### src/rtl/qdac_pkg.sv
package qdac_pkg;
  typedef struct packed {
    logic bcast;
    logic update;
    logic sd_req;
    logic user_wr;
    logic user_val;
    logic mode_wr;
    logic mode_val;
  } qdac_act_t;
endpackage

### src/rtl/qdac_decode.sv
module qdac_decode #(
  parameter int NCH   = 4,
  parameter int DW    = 12,
  parameter int LEN_W = 6
) (
  input  logic                        cmd_valid,
  input  logic [$clog2(NCH)+2+DW-1:0] cmd_word,
  input  logic [LEN_W-1:0]            cmd_len,
  output logic [NCH-1:0]              load_sel,
  output logic [DW-1:0]               data,
  output qdac_pkg::qdac_act_t         act
);
  localparam int AW     = $clog2(NCH);
  localparam int WORD_W = AW + 2 + DW;
  localparam logic [LEN_W-1:0] FULL_LEN = LEN_W'(WORD_W);

  logic          exec;
  logic [AW-1:0] sel;
  logic [1:0]    ctl;

  assign exec = cmd_valid && (cmd_len == FULL_LEN);
  assign sel  = cmd_word[WORD_W-1 -: AW];
  assign ctl  = cmd_word[DW+1:DW];
  assign data = cmd_word[DW-1:0];

  for (genvar ch = 0; ch < NCH; ch++) begin : g_sel
    assign load_sel[ch] = exec && ctl[0] && (sel == AW'(ch));
  end

  always_comb begin
    act = '0;
    if (exec) begin
      unique case (ctl)
        2'b11: act.update = 1'b1;
        2'b00: begin
          if (sel == AW'(1)) act.update = 1'b1;
          if (sel == AW'(2)) act.bcast  = 1'b1;
          if (sel == AW'(3)) act.sd_req = 1'b1;
        end
        2'b10: begin
          if (sel == AW'(0) || sel == AW'(1)) begin
            act.user_wr  = 1'b1;
            act.user_val = sel[0];
          end else begin
            act.mode_wr  = 1'b1;
            act.mode_val = sel[0];
            act.update   = 1'b1;
          end
        end
        default: ;
      endcase
    end
  end
endmodule

### src/rtl/qdac_regbank.sv
module qdac_regbank #(
  parameter int NCH = 4,
  parameter int DW  = 12
) (
  input  logic              clk,
  input  logic              rst_n,
  input  logic [NCH-1:0]    load_sel,
  input  logic              bcast,
  input  logic              update,
  input  logic [DW-1:0]     data,
  output logic [NCH*DW-1:0] codes
);
  for (genvar ch = 0; ch < NCH; ch++) begin : g_ch
    logic [DW-1:0] stage_q;
    logic [DW-1:0] out_q;

    always_ff @(posedge clk or negedge rst_n) begin
      if (!rst_n) begin
        stage_q <= '0;
        out_q   <= '0;
      end else begin
        if (bcast || load_sel[ch]) stage_q <= data;
        if (bcast)       out_q <= data;
        else if (update) out_q <= load_sel[ch] ? data : stage_q;
      end
    end

    assign codes[ch*DW +: DW] = out_q;
  end
endmodule

### src/rtl/qdac_ctrl.sv
module qdac_ctrl (
  input  logic                clk,
  input  logic                rst_n,
  input  logic                sd_allow,
  input  qdac_pkg::qdac_act_t act,
  output logic                shutdown,
  output logic                user_out,
  output logic                out_mode
);
  logic lk_s1, lk_s2, lk_prev, lk_fall;

  always_ff @(posedge clk or negedge rst_n) begin
    if (!rst_n) begin
      lk_s1   <= 1'b0;
      lk_s2   <= 1'b0;
      lk_prev <= 1'b0;
    end else begin
      lk_s1   <= sd_allow;
      lk_s2   <= lk_s1;
      lk_prev <= lk_s2;
    end
  end

  assign lk_fall = lk_prev && !lk_s2;

  always_ff @(posedge clk or negedge rst_n) begin
    if (!rst_n) begin
      shutdown <= 1'b0;
      user_out <= 1'b0;
      out_mode <= 1'b0;
    end else begin
      if (act.update || act.bcast || lk_fall) shutdown <= 1'b0;
      else if (act.sd_req && lk_s2)           shutdown <= 1'b1;
      if (act.user_wr) user_out <= act.user_val;
      if (act.mode_wr) out_mode <= act.mode_val;
    end
  end
endmodule

### src/rtl/qdac_regctl.sv
module qdac_regctl #(
  parameter int NCH   = 4,
  parameter int DW    = 12,
  parameter int LEN_W = 6
) (
  input  logic                        clk,
  input  logic                        rst_n,
  input  logic                        sd_allow,
  input  logic                        cmd_valid,
  output logic                        cmd_ready,
  input  logic [$clog2(NCH)+2+DW-1:0] cmd_word,
  input  logic [LEN_W-1:0]            cmd_len,
  output logic [NCH*DW-1:0]           dac_codes,
  output logic                        shutdown,
  output logic                        user_out,
  output logic                        out_mode
);
  logic [NCH-1:0]      load_sel;
  logic [DW-1:0]       data;
  qdac_pkg::qdac_act_t act;

  assign cmd_ready = 1'b1;

  qdac_decode #(.NCH(NCH), .DW(DW), .LEN_W(LEN_W)) u_dec (
    .cmd_valid(cmd_valid), .cmd_word(cmd_word), .cmd_len(cmd_len),
    .load_sel(load_sel), .data(data), .act(act)
  );

  qdac_regbank #(.NCH(NCH), .DW(DW)) u_bank (
    .clk(clk), .rst_n(rst_n), .load_sel(load_sel), .bcast(act.bcast),
    .update(act.update), .data(data), .codes(dac_codes)
  );

  qdac_ctrl u_ctrl (
    .clk(clk), .rst_n(rst_n), .sd_allow(sd_allow), .act(act),
    .shutdown(shutdown), .user_out(user_out), .out_mode(out_mode)
  );
endmodule

### config.mk
export PLATFORM = sky130hd
export DESIGN_NAME = qdac_regctl
export DESIGN_NICKNAME = d
export VERILOG_FILES = /design/src/rtl/qdac_pkg.sv /design/src/rtl/qdac_decode.sv /design/src/rtl/qdac_regbank.sv /design/src/rtl/qdac_ctrl.sv /design/src/rtl/qdac_regctl.sv
export SDC_FILE = /design/constraint.sdc
export NUM_CORES = 1
export LEC_CHECK = 0
export BUFFER_PORTS_ARGS = -buffer_cell sky130_fd_sc_hd__buf_2
export CORE_ASPECT_RATIO = 0.9
export CORE_MARGIN = 2
export CORE_UTILIZATION = 45
export DETAILED_ROUTE_END_ITERATION = 6
export PLACE_DENSITY_LB_ADDON = 0.08
export SYNTH_ARGS = -nofsm -noshare
export SYNTH_HDL_FRONTEND = slang
export SYNTH_HIERARCHICAL = 1
export SYNTH_SLANG_ARGS = --single-unit
### constraint.sdc
create_clock -name clk -period 1.1 [get_ports clk]
set_input_delay 0.165 -clock clk [delete_from_list [all_inputs] [get_ports clk]]
set_output_delay 0.165 -clock clk [all_outputs]
set_load 0.005 [all_outputs]
==> metrics.yaml <==
run_status: "complete, but fails checks"
violations: "negative setup slack"
antenna_cells: 0
cts_buffer_depth: 2
fillers: 781
synth-edff-count: 0
place_inst: 527
fin_util_pct: 62.55
synth_area_leader_cell: "dfrtp_1"
finalNonFillerCells: 573
grt_remaining_overflow: 0
max_freq_mhz: 570.2
synthesis.area_um2: 4657
layout_commonest_cell: "dfrtp_1"
globalplace.congestion: 0.7251
ys.flop_type: "dfrtp_1"
synth_top_area_share_pct: 54.81
drcViolationCount: 0
cts_tree: "yes"
htreeDepth: 3
grt_pass1_wl_um: 19130
initial_utilization_pct: 45.84
drt-wirelength-per-cell_um: 22.11
clock_skew_ns: 0.004744
p_leak_nw: 3.051
grt_pass1_vias: 3348
grt_max_degree: 50
critPathKind: "input port to flip-flop"
period_share_pct: 159.4
multiInputGateArea_um2: 2183
viasPerCell: 5.951
pre_cts_ws_ns: -1.028
maxCapViolations: 0
seqCellArea_um2: 2552
die-width_um: 111.2
whs_ns: 0.2348
io_pins: 78
drt_iter0_markers: 219
dp_hpwl_um: 7134
min_period_ns: 1.754
synth_nets: 354
grt_usage_pct: 22.57
final_cell_mix: "dfrtp_1 (102), buf_2 (71), buf_4 (41)"
hold_path_class: "input port to flip-flop"
antenna_found_initial: 0
synth_cell_types: 30
yosysWarnings: 6
async_reset_ff_share_pct: 100.0
critPathLaunchType: "input port"
drive_gt1_share_pct: 64.64
avgSynthCellArea_um2: 14.20
setup_viol: 99
core_area_um2: 10160
synthToLayoutAreaGrowth_pct: 36.46
required_ns: 1.34
setup_slack_ns: -0.6537
ys_seq_area_share_pct: 54.81
die_y_um: 100.5
drt.antenna.violating_nets: 0
tns_ns: -52.47
dr_total_vias: 3410
numCtsBuffers: 9
worstPathMaxFanout: 13
num_rows: 35
path_clk_slew_ns: 0.07
hold_violations: 0
nets: 465
endpoint_kind: "flip-flop"
die-area_um2: 11180
clk_latency_ns: 0.35
grt_setup_unrepaired: "yes"
io_buffers: 76
drtPass1Iterations: 4
arrival_ns: 1.99
ys_ff_latch: 102
maxSlewViolCount: 0
p_per_area_nw_per_um2: 1427
cts-root-buf: "clkbuf_16"
ir_worst_vdd_mv: 0.9152
cts.sinks: 102
drt_wl_total_um: 12670
syn_inst: 328
synthTopCellsByArea: "dfrtp_1 (55%), o221a_2 (12%), or4b_1 (11%), mux2_2 (10%), buf_4 (2.1%)"
## routing by layer
metal  vias up  share of wire [%]  GRT usage [%]
met5         -                  0              0
met4         0                1.2          5.698
met3        14                3.9          4.871
met2        82                 47          35.32
met1      1791                 48          32.47
li1       1523                  -              -
## worst max-delay path: stages
cell and delay [ns]:
buf_6 0.09, or4b_4 0.54, a211oi_4 0.22, buf_6 0.20
clkbuf_16 0.19, or4b_1 0.45, o221a_2 0.14
## synthesized netlist by cell type, types with 2 or more instances
master,number
inv_1,2
buf_6,6
or4b_1,50
buf_4,13
nand2b_1,2
nor4_1,3
nor2_1,4
a21oi_1,4
clkbuf_1,10
o221a_2,48
mux2_1,8
nor3_1,4
nand2_1,2
buf_2,13
dfrtp_1,102
nor4_2,2
mux2_2,42
## path summary, 6_finish.rpt
kind	from	to	slack [ns]	cells past startpoint
max	cmd_word[13]	u_bank/g_ch[2].out_q[3]	-0.65	7
min	cmd_word[11]	u_bank/g_ch[0].stage_q[11]	0.23	2
max reg2reg	u_bank/g_ch[2].stage_q[10]	u_bank/g_ch[2].out_q[10]	-0.06	2
min reg2reg	u_ctrl/lk_s1	u_ctrl/lk_s2	0.36	0
max in group asynchronous	rst_n	u_bank/g_ch[0].out_q[0]	0.31	3
min in group asynchronous	rst_n	u_bank/g_ch[2].stage_q[5]	0.24	2
## through the flow
| stage | cell area (µm²) | total power (W) |
|---|---|---|
| finish | 6355 | 0.009071 |
| global route | 6355 | 0.009407 |
| global placement | 5338 | 0.005307 |
| CTS | 6102 | 0.009072 |
| detailed placement | 5338 | 0.005332 |
| floorplan | 4750 | 0.004825 |
## sequential cells by signal (all words and copies together) (netlist names)
register,count
u_ctrl/out_mode,1
u_ctrl/lk_s2,1
u_ctrl/lk_prev,1
u_ctrl/shutdown,1
u_bank/g_ch.out_q,48
u_ctrl/lk_s1,1
u_bank/g_ch.stage_q,48
u_ctrl/user_out,1
## cell type report
class / instances / area share [%]
clock buffers: 10 / 3.603
clock inverters: 6 / 1.851
inverters: 2 / 0.1181
multi-input cells: 184 / 34.36
flip-flops and latches: 102 / 40.17
well taps: 129 / 2.540
repair buffers: 140 / 17.37
## what timing repair did
item,in CTS,in global routing
cloned,7,2
buffers inserted,11,9
endpoints found under the hold margin,18,0
endpoints found under the setup margin,99,99
resized for setup,42,30
hold buffers,2,0
pin swaps,8,6
## cells by family (layout without fill, tap and decap cells)
group | Yosys count | count (layout) | synth area share [%]
AND/OR/NAND/NOR | 74 | 78 | 14.45
buffers and inverters | 46 | 158 | 6.099
flip-flops | 102 | 102 | 54.81
multiplexers | 50 | 50 | 12.09
other | 1 | 1 | 0.08052
AO/OA/AOI/OAI | 55 | 55 | 12.47
## where the power goes
part | internal [W] | switching (W)
Clock | 0.00225 | 0.00144
Sequential | 0.00408 | 0.000203
Combinational | 0.000669 | 0.000425
(Power assumes the default switching activity.)
